--- src/rtl/pcap_pkg.sv ---
// Shared types for the pre-trigger capture controller.
// Assumes: nothing beyond the phase encoding used by the top FSM.
package pcap_pkg;

    typedef enum logic [2:0] {
        PH_IDLE = 3'd0,   // waiting for start
        PH_FILL = 3'd1,   // first pass through buffer, trigger blind
        PH_HUNT = 3'd2,   // looking for arm then fire
        PH_POST = 3'd3,   // one-shot post-trigger fill
        PH_HALT = 3'd4    // capture frozen, done flag up
    } phase_t;

endpackage

--- src/rtl/pcap_ring_ptr.sv ---
// Circular write pointer for the capture buffer.
// Advances by one per accepted sample, wraps modulo DEPTH, and flags the
// write that lands on the last address. Assumes DEPTH is a power of two.
module pcap_ring_ptr #(
    parameter int DEPTH = 1024
) (
    input  logic                     clk,
    input  logic                     rst_n,
    input  logic                     clear_i,
    input  logic                     adv_i,
    output logic [$clog2(DEPTH)-1:0] ptr_o,
    output logic                     wrap_o
);
    localparam int ADDR_W = $clog2(DEPTH);
    localparam logic [ADDR_W-1:0] LAST = ADDR_W'(DEPTH - 1);

    logic [ADDR_W-1:0] ptr_q;

    // Pointer register: zero on clear, increment on each write.
    always_ff @(posedge clk) begin
        if (!rst_n || clear_i) begin
            ptr_q <= '0;
        end else if (adv_i) begin
            ptr_q <= ptr_q + 1'b1;
        end
    end

    assign ptr_o  = ptr_q;
    assign wrap_o = adv_i && (ptr_q == LAST);

endmodule

--- src/rtl/pcap_edge_trig.sv ---
// Two-step rising-edge trigger: arm on a sample strictly below the arm
// level, then fire on a later sample strictly above the fire level.
// A force input fires at once when enabled. Comparison signedness is
// picked by parameter. Assumes the caller gates en_i to the search phase.
module pcap_edge_trig #(
    parameter int DATA_W     = 12,
    parameter bit SIGNED_CMP = 1'b0
) (
    input  logic              clk,
    input  logic              rst_n,
    input  logic              clear_i,
    input  logic              en_i,
    input  logic              valid_i,
    input  logic [DATA_W-1:0] data_i,
    input  logic [DATA_W-1:0] arm_lvl_i,
    input  logic [DATA_W-1:0] fire_lvl_i,
    input  logic              force_i,
    output logic              fire_o
);
    logic below_arm;
    logic above_fire;
    logic armed_q;

    generate
        if (SIGNED_CMP) begin : g_signed
            assign below_arm  = $signed(data_i) < $signed(arm_lvl_i);
            assign above_fire = $signed(data_i) > $signed(fire_lvl_i);
        end else begin : g_unsigned
            assign below_arm  = data_i < arm_lvl_i;
            assign above_fire = data_i > fire_lvl_i;
        end
    endgenerate

    // Arm latch: set by a low sample while searching, cleared on restart.
    always_ff @(posedge clk) begin
        if (!rst_n || clear_i) begin
            armed_q <= 1'b0;
        end else if (en_i && valid_i && !armed_q && below_arm) begin
            armed_q <= 1'b1;
        end
    end

    assign fire_o = en_i && (force_i || (armed_q && valid_i && above_fire));

endmodule

--- src/rtl/pcap_oneshot.sv ---
// One-shot down counter for the post-trigger window.
// Loaded with the number of writes still allowed; expire_o marks the tick
// that consumes the final count. Assumes load and tick never coincide.
module pcap_oneshot #(
    parameter int CNT_W = 11
) (
    input  logic             clk,
    input  logic             rst_n,
    input  logic             clear_i,
    input  logic             load_i,
    input  logic [CNT_W-1:0] load_val_i,
    input  logic             tick_i,
    output logic             expire_o
);
    logic [CNT_W-1:0] cnt_q;

    // Remaining-writes counter.
    always_ff @(posedge clk) begin
        if (!rst_n || clear_i) begin
            cnt_q <= '0;
        end else if (load_i) begin
            cnt_q <= load_val_i;
        end else if (tick_i && (cnt_q != '0)) begin
            cnt_q <= cnt_q - 1'b1;
        end
    end

    assign expire_o = tick_i && (cnt_q == CNT_W'(1));

endmodule

--- src/rtl/pretrig_capture.sv ---
// Pre-trigger waveform capture controller.
// Writes paced samples into a circular buffer, keeps the trigger blind for
// one full pass, searches for a low-then-high crossing (or a force), then
// writes half a buffer more and halts with the trigger address latched.
// Assumes DEPTH is a power of two >= 2 and fire level >= arm level.
module pretrig_capture #(
    parameter int DATA_W     = 12,
    parameter int DEPTH      = 1024,
    parameter bit SIGNED_CMP = 1'b0
) (
    input  logic                     clk,
    input  logic                     rst_n,
    input  logic                     start_i,
    input  logic                     stop_i,
    input  logic                     force_trig_i,
    input  logic [DATA_W-1:0]        arm_level_i,
    input  logic [DATA_W-1:0]        fire_level_i,
    input  logic                     smp_valid_i,
    input  logic [DATA_W-1:0]        smp_data_i,
    output logic                     wr_en_o,
    output logic [$clog2(DEPTH)-1:0] wr_addr_o,
    output logic [DATA_W-1:0]        wr_data_o,
    output logic                     busy_o,
    output logic                     done_o,
    output logic                     trig_seen_o,
    output logic [$clog2(DEPTH)-1:0] trig_index_o
);
    import pcap_pkg::*;

    localparam int ADDR_W = $clog2(DEPTH);
    localparam int CNT_W  = ADDR_W + 1;
    localparam int HALF   = DEPTH / 2;
    localparam logic [CNT_W-1:0] LOAD_WITH_SMP = CNT_W'(HALF);
    localparam logic [CNT_W-1:0] LOAD_NO_SMP   = CNT_W'(HALF + 1);

    phase_t            phase_q;
    phase_t            phase_d;
    logic              running;
    logic              ctl_quiet;
    logic              we;
    logic              hunt_en;
    logic              fire;
    logic              expire;
    logic              pass_done;
    logic [ADDR_W-1:0] ptr;
    logic [ADDR_W-1:0] trig_idx_q;
    logic              trig_seen_q;
    logic              done_q;
    logic [CNT_W-1:0]  post_load;

    assign running   = (phase_q == PH_FILL) || (phase_q == PH_HUNT) || (phase_q == PH_POST);
    assign ctl_quiet = !start_i && !stop_i;
    assign we        = smp_valid_i && running && ctl_quiet;
    assign hunt_en   = (phase_q == PH_HUNT) && ctl_quiet;
    assign post_load = we ? LOAD_WITH_SMP : LOAD_NO_SMP;

    pcap_ring_ptr #(
        .DEPTH (DEPTH)
    ) u_ptr (
        .clk     (clk),
        .rst_n   (rst_n),
        .clear_i (start_i),
        .adv_i   (we),
        .ptr_o   (ptr),
        .wrap_o  (pass_done)
    );

    pcap_edge_trig #(
        .DATA_W     (DATA_W),
        .SIGNED_CMP (SIGNED_CMP)
    ) u_trig (
        .clk        (clk),
        .rst_n      (rst_n),
        .clear_i    (start_i),
        .en_i       (hunt_en),
        .valid_i    (smp_valid_i),
        .data_i     (smp_data_i),
        .arm_lvl_i  (arm_level_i),
        .fire_lvl_i (fire_level_i),
        .force_i    (force_trig_i),
        .fire_o     (fire)
    );

    pcap_oneshot #(
        .CNT_W (CNT_W)
    ) u_post (
        .clk        (clk),
        .rst_n      (rst_n),
        .clear_i    (start_i),
        .load_i     (fire),
        .load_val_i (post_load),
        .tick_i     (we && (phase_q == PH_POST)),
        .expire_o   (expire)
    );

    // Next-phase selection: start wins, stop aborts, else sequence forward.
    always_comb begin
        phase_d = phase_q;
        if (start_i) begin
            phase_d = PH_FILL;
        end else if (stop_i && running) begin
            phase_d = PH_IDLE;
        end else begin
            case (phase_q)
                PH_FILL: if (pass_done) phase_d = PH_HUNT;
                PH_HUNT: if (fire)      phase_d = PH_POST;
                PH_POST: if (expire)    phase_d = PH_HALT;
                default: phase_d = phase_q;
            endcase
        end
    end

    // Phase register.
    always_ff @(posedge clk) begin
        if (!rst_n) begin
            phase_q <= PH_IDLE;
        end else begin
            phase_q <= phase_d;
        end
    end

    // Trigger bookkeeping: flag and address latched on the fire cycle.
    always_ff @(posedge clk) begin
        if (!rst_n || start_i) begin
            trig_seen_q <= 1'b0;
            trig_idx_q  <= '0;
        end else if (fire) begin
            trig_seen_q <= 1'b1;
            trig_idx_q  <= ptr;
        end
    end

    // Done flag: set as the post window closes, held until a start.
    always_ff @(posedge clk) begin
        if (!rst_n || start_i) begin
            done_q <= 1'b0;
        end else if ((phase_q == PH_POST) && expire && !stop_i) begin
            done_q <= 1'b1;
        end
    end

    assign wr_en_o      = we;
    assign wr_addr_o    = ptr;
    assign wr_data_o    = smp_data_i;
    assign busy_o       = running;
    assign done_o       = done_q;
    assign trig_seen_o  = trig_seen_q;
    assign trig_index_o = trig_idx_q;

endmodule

--- config.mk ---
export PLATFORM = sky130hd
export DESIGN_NAME = pretrig_capture
export DESIGN_NICKNAME = d
export VERILOG_FILES = /design/src/rtl/pcap_pkg.sv /design/src/rtl/pcap_ring_ptr.sv /design/src/rtl/pcap_edge_trig.sv /design/src/rtl/pcap_oneshot.sv /design/src/rtl/pretrig_capture.sv
export SDC_FILE = /design/constraint.sdc
export NUM_CORES = 1
export LEC_CHECK = 0
export BUFFER_PORTS_ARGS = -buffer_cell sky130_fd_sc_hd__buf_2
export CELL_PAD_IN_SITES_DETAIL_PLACEMENT = 1
export CELL_PAD_IN_SITES_GLOBAL_PLACEMENT = 1
export CORE_MARGIN = 2
export CORE_UTILIZATION = 39
export CTS_BUF_LIST = sky130_fd_sc_hd__clkbuf_8
export CTS_CLUSTER_DIAMETER = 150
export CTS_CLUSTER_SIZE = 16
export DETAILED_ROUTE_END_ITERATION = 10
export PLACE_DENSITY = 0.89
export SLEW_MARGIN = 20
export SYNTH_ARGS = -nofsm -noshare
export SYNTH_HDL_FRONTEND = slang
export SYNTH_HIERARCHICAL = 1
export SYNTH_SLANG_ARGS = --single-unit
export TNS_END_PERCENT = 50
--- constraint.sdc ---
create_clock -name clk -period 2.9 [get_ports clk]
set_clock_uncertainty 0.2 [all_clocks]
set_input_delay 0.29 -clock clk [delete_from_list [all_inputs] [get_ports clk]]
set_output_delay 0.29 -clock clk [all_outputs]
set_load 0.02 [all_outputs]
==> flow_summary.json <==
{
  "status": "finished, final reports clean",
  "path_cells": "nor3b_4, and4b_1, or3b_4, or3_1, or4_1, a311oi_1",
  "layout-drive-gt1-share_pct": 27.1,
  "ant_nets": 0,
  "globalRouteTotalUtil_pct": 19.5,
  "relSlewSlack_pct": 58.9,
  "min_delay_path_depth": 2,
  "via_per_inst": 5.41,
  "synthTopCellsByCount": "dfxtp_1, inv_1, nor2_1",
  "grt_max_degree": 24,
  "grt_first_pass_wirelength_um": 11500,
  "num_vias": 2472,
  "post-route-period-util_pct": 92.8,
  "tightestPinTransition_ns": 0.616,
  "syn_area_per_cell_um2": 8.39,
  "p_per_area_nw_per_um2": 344,
  "critPathBufInv": 0,
  "wl_um": 6970,
  "synth_top_cells_by_area": "dfxtp_1, ha_1, inv_1",
  "pin_count": 78,
  "arrival_ns": 2.70,
  "n_antenna_cell": 0,
  "cts_setup_buffers": 0,
  "timing.critical_path.from": "phase_q[1]",
  "synth_top_cell_by_area": "dfxtp_1",
  "die_x_um": 84.6,
  "cp-end-kind": "flip-flop",
  "hold_violations": 0,
  "core.rowCount": 29,
  "post_drt_wl_per_cell_um": 15.2,
  "ys_types": 58,
  "portBuffers": 77,
  "firstDrtPassIters": 4,
  "p_leak_nw": 1.39,
  "min_path_type": "in2reg",
  "syn_area_um2": 2530,
  "critical_path_required_ns": 2.91,
  "max_freq_ghz": 0.372,
  "synthToLayoutAreaGrowth_pct": 21.1,
  "critical_path_class": "reg2reg",
  "drc": 0,
  "r2r-end": "u_post/cnt_q[7]",
  "cp-start-kind": "flip-flop",
  "synthArstFlopShare_pct": 0,
  "cp_max_fo": 7,
  "finalSetupViolCount": 0,
  "coreArea_um2": 6310,
  "grt.overflow.total": 0,
  "finish.utilization_pct": 48.6,
  "dieArea_um2": 7160,
  "cts_tree": "done",
  "worstSkewPairLatency_ns": 0.29,
  "dp_slack_ns": 0.124,
  "post-dp-hpwl_um": 5410,
  "yosysSeqAreaShare_pct": 29.2,
  "finalSetupTns_ns": 0,
  "initial_utilization_pct": 40.2,
  "maxCapViolations": 0,
  "clockRootBuffer": "clkbuf_8",
  "synth_edf_count": 0,
  "timing.final.crit_period_ns": 2.69,
  "numClockSinks": 37,
  "cts_buffer_depth": 2,
  "first_global_vias": 2521,
  "synth_seq_cells": 37,
  "synth_most_common_cell": "dfxtp_1",
  "synth.top_cell.area_share_pct": 29.2,
  "final_cells": 457,
  "antenna_found_initial": 0,
  "dieHeight_um": 84.6,
  "cp_slowest_cell": "or4_1",
  "synth_top_flop_cell": "dfxtp_1",
  "drt_iter0_drc": 79,
  "max_stage_delay_ns": 0.48,
  "ff2ff_setup_slack_ns": 0.21,
  "rsz0062_at_grt": "no",
  "hold_end": "phase_q[0]",
  "place_congestion": 0.817,
  "layout.nets": 447,
  "synthCells": 302,
  "dp.cells": 449,
  "max-vdd-ir-drop_uv": 219,
  "worst-r2r-cell-count": 6,
  "r2r-start": "phase_q[1]",
  "clk_transition_reported_paths_ns": 0.08,
  "cp_top_family": "simple AND/OR/NAND/NOR gates",
  "cts-htree-levels": 2,
  "worst_slack_ns": 0.208,
  "maxSlewViolCount": 0,
  "power_w": 0.00106,
  "yosys_warnings": 6,
  "numCtsBuffers": 5,
  "fill_cells": 813,
  "min_from": "rst_n"
}
==> layout make-up <==
class	instances	area, µm²	area share [%]
Sequential cell	37	742	24.2
Inverter	35	131	4.28
Timing Repair Buffer	83	443	14.4
Clock buffer	6	82.6	2.69
Multi-Input combinational cell	217	1560	50.8
Clock inverter	2	13.8	0.448
Tap cell	77	96.3	3.14
==> kinds of logic (layout without fill, tap and decap cells) <==
kind of cell / Yosys count / count (layout) / share of synthesized area [%]
other cells: 2 / 10 / 0.296
fa+ha+maj: 26 / 26 / 12.8
xor+xnor: 6 / 6 / 2.07
buf+inv: 56 / 126 / 10.9
flops: 37 / 37 / 29.2
compound gates: 66 / 66 / 18.6
simple gates: 96 / 96 / 21.0
mux: 13 / 13 / 5.13
==> metal layers <==
metal / vias up / share of wire, % / global-route usage, %
met3: 9 / 4.5 / 3.44
met1: 1184 / 41 / 21.5
met5: - / 0 / 0
li1: 1216 / - / -
met4: 0 / 1.7 / 5.77
met2: 63 / 52 / 37.8
==> state kept, by name, summed over array words and instances (netlist names) <==
| register | count |
|---|---|
| u_ptr/ptr_o | 10 |
| u_post/cnt_q | 11 |
| phase_q | 3 |
| done_o | 1 |
| trig_index_o | 10 |
| u_trig/armed_q | 1 |
| trig_seen_o | 1 |
==> worst max-delay path by stage <==
stage	depth (start not counted)	endpoint
global route	6	u_post/cnt_q[7]
floorplan	6	u_post/cnt_q[7]
finish	6	u_post/cnt_q[7]
global placement	7	u_post/cnt_q[7]
CTS	6	u_post/cnt_q[7]
detailed placement	6	u_post/cnt_q[7]
==> power by group <==
part           leakage, nW  switching (W)  internal (W)
combinational         1.04      0.0000862     0.0000662
sequential           0.299     0.00000269      0.000509
clock               0.0512       0.000199      0.000193
total                 1.39       0.000288      0.000767
==> cell usage in the layout, fill, tap and decap left out, types with 2 or more instances in the layout <==
master and instances:
o211ai_1 2, or4_1 4, conb_1 10, nor2_1 28, nor4_1 3, a21o_1 5, dfxtp_1 36, a311oi_1 2
o31ai_1 4, nand3_1 5, buf_2 77, mux2i_1 13, a31oi_1 5, xnor2_1 2, nand2b_1 6, ha_1 26
and4_1 4, or3_1 5, a211oi_1 5, clkbuf_8 6, or3_2 2, nand4_1 4, inv_1 35, nand2_1 12
nor3_1 9, a21oi_1 16, xor2_1 4, o21ai_0 11, buf_4 5, and3_1 3
==> worst register-to-register path: cells and delay by family (launching register included) <==
kind,cells,cell delay (ns)
simple gates,5,1.77
compound gates,1,0.24
flops,1,0.41
==> metrics by stage <==
step           hold WS (ns)  cell area, µm²
3_3_place_gp          0.251            2960
2_1_floorplan         0.242            2560
4_1_cts               0.101            3060
6_report              0.106            3070
5_1_grt               0.107            3070
3_5_place_dp          0.268            2960
==> timing repair <==
item,in CTS,in global routing
resized for setup,0,3
hold buffers,0,0
endpoints found under the setup margin,0,8
Note: power is estimated with default switching activity, not from simulation.
